$ cat config.mk
export PLATFORM = sky130hd
export DESIGN_NAME = rmpwm12
export DESIGN_NICKNAME = d
export VERILOG_FILES = /design/src/rtl/rmpwm_pkg.sv /design/src/rtl/rmpwm_timebase.sv /design/src/rtl/rmpwm_regs.sv /design/src/rtl/rmpwm_shaper.sv /design/src/rtl/rmpwm12.sv
export SDC_FILE = /design/constraint.sdc
export NUM_CORES = 1
export LEC_CHECK = 0
export BUFFER_PORTS_ARGS = -buffer_cell sky130_fd_sc_hd__buf_4
export CAP_MARGIN = 25
export CORE_MARGIN = 2
export CORE_UTILIZATION = 50
export CTS_BUF_LIST = sky130_fd_sc_hd__clkbuf_4
export CTS_CLUSTER_SIZE = 40
export DETAILED_ROUTE_END_ITERATION = 8
export GPL_TIMING_DRIVEN = 0
export PLACE_DENSITY = 0.66
export SYNTH_ARGS = -nofsm -noshare
export SYNTH_HDL_FRONTEND = slang
export SYNTH_SLANG_ARGS = --single-unit
$ cat constraint.sdc
create_clock -name clk -period 3.3 [get_ports clk]
set_clock_uncertainty 0.2 [all_clocks]
set_input_delay 0.33 -clock clk [delete_from_list [all_inputs] [get_ports clk]]
set_output_delay 0.33 -clock clk [all_outputs]
set_load 0.05 [all_outputs]
$ cat src/rtl/rmpwm_pkg.sv
package rmpwm_pkg;

  // Run state of the period timebase
  typedef enum logic {
    TB_PARKED  = 1'b0,
    TB_RUNNING = 1'b1
  } tb_state_e;

endpackage

$ cat src/rtl/rmpwm_timebase.sv
module rmpwm_timebase
  import rmpwm_pkg::*;
#(
  parameter int DIV_W = 1,
  parameter int CNT_W = 12
) (
  input  logic             clk,
  input  logic             rst_n,
  input  logic             clr_n_i,
  output logic [CNT_W-1:0] pos_o,
  output logic             period_end_o,
  output logic             running_o
);

  logic [DIV_W-1:0] div_q, div_d;
  logic [CNT_W-1:0] pos_q, pos_d;
  tb_state_e        st_q, st_d;
  logic             tick;

  assign running_o    = (st_q == TB_RUNNING);
  assign tick         = running_o && (&div_q);
  assign period_end_o = tick && (&pos_q);
  assign pos_o        = pos_q;

  always_comb begin
    div_d = div_q;
    pos_d = pos_q;
    st_d  = st_q;
    unique case (st_q)
      TB_RUNNING: begin
        div_d = div_q + 1'b1;
        if (tick) begin
          pos_d = pos_q + 1'b1;
        end
        if (period_end_o && !clr_n_i) begin
          st_d  = TB_PARKED;
          div_d = '0;
          pos_d = '0;
        end
      end
      TB_PARKED: begin
        div_d = '0;
        pos_d = '0;
        if (clr_n_i) begin
          st_d = TB_RUNNING;
        end
      end
      default: st_d = TB_PARKED;
    endcase
  end

  always_ff @(posedge clk or negedge rst_n) begin
    if (!rst_n) begin
      div_q <= '0;
      pos_q <= '0;
      st_q  <= TB_RUNNING;
    end else begin
      div_q <= div_d;
      pos_q <= pos_d;
      st_q  <= st_d;
    end
  end

endmodule

$ cat src/rtl/rmpwm_regs.sv
module rmpwm_regs #(
  parameter int DATA_W = 12
) (
  input  logic              clk,
  input  logic              rst_n,
  input  logic              load_i,
  input  logic [DATA_W-1:0] duty_i,
  input  logic              period_end_i,
  input  logic              running_i,
  input  logic              oc_i,
  input  logic              clr_n_i,
  output logic [DATA_W-1:0] act_o,
  output logic              oe_o
);

  logic [DATA_W-1:0] pend_q, pend_d;
  logic [DATA_W-1:0] act_q, act_d;
  logic              armed_q, armed_d;
  logic              oe_q, oe_d;
  logic              accept;

  // writes count only while the channel is not being cleared
  assign accept = load_i && clr_n_i && running_i;

  always_comb begin
    pend_d  = accept ? duty_i : pend_q;
    armed_d = armed_q | accept;
    act_d   = act_q;
    oe_d    = oe_q;
    if (period_end_i) begin
      if (!clr_n_i) begin
        pend_d  = '0;
        armed_d = 1'b0;
        act_d   = '0;
        oe_d    = 1'b0;
      end else begin
        act_d = pend_d;
        oe_d  = armed_d && !oc_i;
      end
    end
  end

  always_ff @(posedge clk or negedge rst_n) begin
    if (!rst_n) begin
      pend_q  <= '0;
      act_q   <= '0;
      armed_q <= 1'b0;
      oe_q    <= 1'b0;
    end else begin
      pend_q  <= pend_d;
      act_q   <= act_d;
      armed_q <= armed_d;
      oe_q    <= oe_d;
    end
  end

  assign act_o = act_q;
  assign oe_o  = oe_q;

endmodule

$ cat src/rtl/rmpwm_shaper.sv
module rmpwm_shaper #(
  parameter int SUB_W = 8,
  parameter int SEL_W = 4,
  localparam int CNT_W = SUB_W + SEL_W
) (
  input  logic [CNT_W-1:0] pos_i,
  input  logic [CNT_W-1:0] act_i,
  input  logic             oe_i,
  output logic             pwm_o
);

  logic [SEL_W-1:0] sub;
  logic [SUB_W-1:0] tk;
  logic [SUB_W-1:0] base;
  logic [SEL_W-1:0] frac;
  logic [SEL_W-1:0] hit;
  logic [SUB_W:0]   width;
  logic             level;

  assign sub  = pos_i[CNT_W-1:SUB_W];
  assign tk   = pos_i[SUB_W-1:0];
  assign base = act_i[CNT_W-1:SEL_W];
  assign frac = act_i[SEL_W-1:0];

  // bit-reversed rate multiplier: stage j matches indices whose lowest set bit is j
  for (genvar j = 0; j < SEL_W; j++) begin : g_rm
    localparam logic [SEL_W-1:0] PAT = SEL_W'(1) << j;
    localparam logic [SEL_W-1:0] MSK = (SEL_W'(1) << (j + 1)) - SEL_W'(1);
    assign hit[j] = frac[SEL_W-1-j] && ((sub & MSK) == PAT);
  end

  assign width = {1'b0, base} + {{SUB_W{1'b0}}, |hit};
  assign level = ({1'b0, tk} < width);
  assign pwm_o = oe_i && level;

endmodule

$ cat src/rtl/rmpwm12.sv
module rmpwm12 #(
  parameter int SUB_W = 8,
  parameter int SEL_W = 4,
  parameter int DIV_W = 1,
  localparam int CNT_W = SUB_W + SEL_W
) (
  input  logic             clk,
  input  logic             rst_n,
  input  logic [CNT_W-1:0] duty_i,
  input  logic             load_i,
  input  logic             oc_i,
  input  logic             clr_n_i,
  output logic             pwm_o,
  output logic             oe_o
);

  logic [1:0]       rst_pipe;
  logic             rst_int_n;
  logic [CNT_W-1:0] pos;
  logic [CNT_W-1:0] act;
  logic             period_end;
  logic             running;

  // asynchronous assert, synchronous release
  always_ff @(posedge clk or negedge rst_n) begin
    if (!rst_n) begin
      rst_pipe <= '0;
    end else begin
      rst_pipe <= {rst_pipe[0], 1'b1};
    end
  end
  assign rst_int_n = rst_pipe[1];

  rmpwm_timebase #(
    .DIV_W(DIV_W),
    .CNT_W(CNT_W)
  ) u_tb (
    .clk         (clk),
    .rst_n       (rst_int_n),
    .clr_n_i     (clr_n_i),
    .pos_o       (pos),
    .period_end_o(period_end),
    .running_o   (running)
  );

  rmpwm_regs #(
    .DATA_W(CNT_W)
  ) u_regs (
    .clk         (clk),
    .rst_n       (rst_int_n),
    .load_i      (load_i),
    .duty_i      (duty_i),
    .period_end_i(period_end),
    .running_i   (running),
    .oc_i        (oc_i),
    .clr_n_i     (clr_n_i),
    .act_o       (act),
    .oe_o        (oe_o)
  );

  rmpwm_shaper #(
    .SUB_W(SUB_W),
    .SEL_W(SEL_W)
  ) u_shp (
    .pos_i (pos),
    .act_i (act),
    .oe_i  (oe_o),
    .pwm_o (pwm_o)
  );

endmodule

**Word level (Yosys, flattened, before mapping)**

Cells that the tools add are included.

- Memory bits (read-only): 0
- Memories kept: 0
- Register bits after elaboration: 42
- Latch bits: 0
- Output and inout port bits: 2
- Memory bits (writable): 0
- Input port bits: 17
- Logic and storage cells: 47

- Bitwise logic cells: 2
- Mux-type cells: 14
- Divide/modulo/power cells: 0
- Reduce and logical (&&, ||, !) cells: 15
- Equality and inequality tests: 4
- $mul: 0
- Add/subtract/negate cells: 3
- Shift-type cells: 0
- Order comparisons: 1

Operators by type and width:

| kind | number |
|---|---|
| $mux 12 | 5 |
| $pmux 12 s2 | 1 |
| $add 12x1->12 const B | 1 |
| $reduce_and 12->1 | 1 |
| $logic_and 1x1->1 | 11 |
| $add 8x1->9 | 1 |
| $lt 8x9->1 | 1 |
| $mux 1 | 6 |
| $eq 4x4->1 const B | 1 |
| $pmux 1 s2 | 2 |
| $reduce_or 4->1 | 1 |
| $eq 3x3->1 const B | 1 |
| $ne 3x3->1 const B | 1 |
| $eq 2x2->1 const B | 1 |
| $logic_not 1->1 | 2 |
| $add 1x1->1 const B | 1 |
| $not 1->1 | 1 |
| $or 1x1->1 | 1 |

**Logic depth before layout (Yosys ltp)**

- Depth after elaboration: 6
- Gate-level depth with buffers: 12

**Cells and area by module**

A second synthesis with hierarchy kept.

- Cells, all modules: 237
- Area total of the unflattened synthesis: 2,323.5 um^2

By module, submodules not included:

| module | area an instance (um^2) | seq. area each (um^2) | cells an instance | instances |
|---|---|---|---|---|
| rmpwm_regs | 1,187.4 | 650.6 | 114 | 1 |
| rmpwm_timebase | 747.0 | 351.6 | 76 | 1 |
| rmpwm_shaper | 335.3 | 0.0 | 44 | 1 |
| rmpwm12 | 53.8 | 50.0 | 3 | 1 |

**Worst setup path before layout**

OpenSTA, ideal clock, no wires.

- Path kind: reg-to-output
- From: register u_tb.pos_q[10], in the netlist u_tb.pos_o[10]
- To: output port pwm_o
- Arrival: 2,490 ps
- Buffers on the path: 0
- Stages on the path, launching flop included: 13
- Slack: 280 ps
- Path through: dfrtp_1 nand3b_1 a21oi_1 a21oi_1 o21ai_0 ha_1 nand3_1 xor2_1 ha_1 a21o_1 a21oi_1 o211ai_1 nand3_1

- Longest elaborated chain between the ends: 6

RTL lines:

| element | line | RTL |
|---|---|---|
| start, declared | rmpwm_timebase.sv:16 | `logic [CNT_W-1:0] pos_q, pos_d;` |
| start signal, assigned | rmpwm_timebase.sv:59 | `pos_q <= pos_d;` |
| $eq 4x4->1 / $eq 3x3->1 (equally long branches) | rmpwm_shaper.sv:29 | `assign hit[j] = frac[SEL_W-1-j] && ((sub & MSK) == PAT);` |
| $logic_and 1x1->1 | rmpwm_shaper.sv:29 |  |
| $reduce_or 4->1 (*) | rmpwm_shaper.sv:32 | `assign width = {1'b0, base} + {{SUB_W{1'b0}}, \|hit};` |
| $add 8x1->9 (*) | rmpwm_shaper.sv:32 |  |
| $lt 8x9->1 (*) | rmpwm_shaper.sv:33 | `assign level = ({1'b0, tk} < width);` |
| $logic_and 1x1->1 (*) | rmpwm_shaper.sv:34 | `assign pwm_o = oe_i && level;` |
| end, declared | rmpwm12.sv:13 | `output logic pwm_o,` |

Mark *: on every way between the ends. The rest lies on a longest branch, timed or not.

**Final worst setup path**

Same ends and word-level chain as after synthesis.

==> impl_results.md <==
* Status: complete, but fails checks
* Violated checks: setup timing
* ANT cells at 0
* GRT overflow at 0
* Pre-CTS setup slack at 125 ps
* Sequential-to-total area share from yosys stat at 47.4%
* Fin crit share at 100%
* Clk root buf: clkbuf_4
* Unrepaired setup endpoints after global routing: true
* FF+latch area at 1050 µm²
* Cells after Synth at 215
* Area Overhead vs Synth at 16.1%
* CP dominant cell by count: a21oi_1
* Worst min-delay path class: in2reg
* Clock Path Buffers at 2
* Routability cong. at 0.753
* Critical-path cell list: nand3b_1, a21oi_1, a21oi_1, o21ai_2, ha_4, nand3_2, xor2_1, ha_1, a21o_1, a21oi_2, o211ai_1, nand3_1, buf_6
* Worst Setup SP: u_tb.pos_o[10]
* Core area at 4320 µm²
* Clk_lat worst skew at 360 ps
* Ys flop type: dfrtp_1
* Multi-input gate area at 1150 µm²
* Final core utilization at 59.6%
* Yosys cell types at 47
* Setup CP Type: reg2out
* Max-slew violations at 0
* Worst path top cell family by delay: compound AO/OA/AOI/OAI gates
* Share of layout cells above drive strength 1 at 21.1%
* Starting DRC count in detailed routing at 90
* Detailed placer's ending HPWL at 3130 µm
* Psw at 0.000214 W
* EDFF count, synth at 0
* Worst-Margin Slew at 865 ps
* Drt total wl at 4410 µm
* LEAKAGE at 1.32 nW
* CP required at 2770 ps
* Synth warn at 0
* DR vias/cell at 5.67
* Layout net count at 273
* Vias in the first global route at 1643
* IO Count at 19
* Max Freq at 303 MHz
* Buffers on Ports at 18
* Crit path largest cell delay at 420 ps
* Combinational share of power at 6.5%
* Htree depth at 2
* WL per Instance at 14.8 µm
* Sequential power share at 63.2%
* Drt drc at 0
* CTS tree: yes
* Routed via count at 1696
* Launch point of the worst reg-to-reg path: u_tb.running_o
* Drt pass-1 iters at 4
* Most common cell after layout, fill and taps aside: dfrtp_1
* Initial core utilization at 51.3%
* Max-cap violations at 0
* Relative max-transition margin at 42.4%
* FP Rows at 24
* Antenna Violating Nets Remaining at 0
* Clk sinks at 42
* Setup violators final at 1
* Post-Syn Area at 2220 µm²
* Synth Net Count at 242
* Int Pwr at 0.000658 W
* Async set-reset flop share out of synthesis at 100%
* Crit. End Element: output port
* Buf/Inv on CP at 1
* Fin crit period at 3300 ps
* Worst-path clk slew at 130 ps
* Pwr/cell area at 338 nW/µm²
* Peak supply drop at 217 µV
* Flops & latches, synth at 42
* Die H at 70.6 µm
* Clk network pwr share at 30.2%
* Wire length of the first global-routing pass at 7780 µm
* Largest net degree at the start of global routing at 41
* Gr usage total at 19.6%
* WP data arrival at 2770 ps
* Crit-path slowest cell: dfrtp_1
* Switching share of total power at 24.6%
* Die area at 4990 µm²
* FILL cells at 389
* Die span in x at 70.6 µm
* Critical Path Source Type: flip-flop
* Final Hold Violating Endpoints at 0
* Most frequent cells in the layout: dfrtp_1 (40), buf_4 (23), nand2_1 (18), nor3_1 (15), nor2_1 (14)
* Syn Area/Cell at 10.3 µm²
* Initial antenna violation count at 0
* Critical-path maximum fanout at 4
* Min-delay src: duty_i[0]
* Setup slack after layout at -1.28 ps
* Cts bufs inserted at 5
## layer usage
| metal | wire, µm | share of wire [%] | track usage, % |
|---|---|---|---|
| met5 | 0 | 0 | 0 |
| met4 | 57 | 1.3 | 6.08 |
| met3 | 120 | 2.7 | 4.27 |
| met2 | 2050 | 47 | 30.8 |
| met1 | 2180 | 49 | 27.6 |
## state kept, by name, summed over array words and instances, names as in the netlist
| register | cells |
|---|---|
| u_regs.armed_q | 1 |
| u_regs.pend_q | 12 |
| u_tb.pos_o | 12 |
| u_regs.oe_o | 1 |
| u_regs.act_o | 12 |
| u_tb.running_o | 1 |
| u_tb.div_q | 1 |
| rst_pipe | 2 |
## cell families after synthesis
group / share of synthesized area [%]
AOI/OAI and AO/OA: 13.2
xor gates and xnor gates: 3.95
adders and majority gates: 5.64
buffers and inverters: 2.93
DFF: 47.4
muxes: 5.41
other: 0.169
and+or+nand+nor: 21.3
## Yosys cell counts (3+ instances only)
| library cell | number | area [µm²] |
|---|---|---|
| nor2_1 | 14 | 52.6 |
| nor3_1 | 15 | 75.1 |
| a31oi_1 | 3 | 18.8 |
| a21boi_0 | 4 | 30.0 |
| nand3_1 | 8 | 40.0 |
| xnor2_1 | 3 | 26.3 |
| mux2i_1 | 12 | 120 |
| buf_2 | 4 | 20.0 |
| ha_1 | 10 | 125 |
| nand4_1 | 5 | 31.3 |
| a21oi_1 | 3 | 15.0 |
| nand2b_1 | 3 | 18.8 |
| and3_1 | 3 | 18.8 |
| inv_1 | 3 | 11.3 |
| and2_1 | 3 | 18.8 |
| o21ai_0 | 5 | 25.0 |
| dfrtp_1 | 41 | 1030 |
| xor2_1 | 7 | 61.3 |
| o21a_1 | 3 | 22.5 |
| a21o_1 | 13 | 97.6 |
| clkbuf_1 | 4 | 15.0 |
| nand2_1 | 18 | 67.6 |
## power by group through the flow
stage	logic [W]	registers [W]	clock network, W
2_1_floorplan	0.0000326	0.000558	0
3_3_place_gp	0.0000549	0.000562	0
3_5_place_dp	0.0000558	0.000563	0
4_1_cts	0.0000579	0.000553	0.000273
5_1_grt	0.0000647	0.000556	0.000293
6_report	0.0000569	0.000552	0.000264
## worst register-to-register path, stage by stage (launching register included)
cell and delay, ps:
dfstp_2 540, clkbuf_1 300, nand2_1 120, or4_1 510
buf_2 190, buf_2 200, nor3_1 200, a21o_1 120
## per-stage QoR
stage / setup TNS, ps / power (W) / area [µm²] / instances / hold slack [ps]
3_3_place_gp: 0 / 0.000617 / 2420 / 285 / -87.0
6_report: -1.28 / 0.000872 / 2580 / 299 / 26.4
4_1_cts: 0 / 0.000884 / 2540 / 298 / 22.6
5_1_grt: -184 / 0.000914 / 2580 / 299 / 24.4
2_1_floorplan: 0 / 0.000591 / 2220 / 215 / -166
3_5_place_dp: 0 / 0.000619 / 2420 / 285 / -86.3
## final cells by class
class | instances | share of cell area [%]
Tap cell | 52 | 2.52
Sequential cell | 42 | 40.9
Clock buffer | 6 | 1.75
Multi-Input combinational cell | 159 | 44.5
Clock inverter | 2 | 0.534
Inverter | 3 | 0.437
Timing Repair Buffer | 24 | 7.33
Buffer | 11 | 2.09
## timing repair
action,in CTS,in global routing
resized for setup,8,4
hold endpoints to repair,3,0
hold buffers,2,0
setup buffers,3,1
pin swaps,6,3
endpoints found under the setup margin,1,1
## path summary, 6_finish.rpt
path                                    endpoint  slack (ps)  cells after the start
worst min register to register       rst_pipe[1]         170                      0
worst max register to register  u_regs.act_o[10]         880                      7
max in group asynchronous          u_tb.pos_o[6]        2160                      0
min in group asynchronous            rst_pipe[1]          80                      2
worst min-delay path            u_regs.pend_q[0]          30                      3
worst max-delay path                       pwm_o          -1                     13
Power figures use the tool's default switching activity.
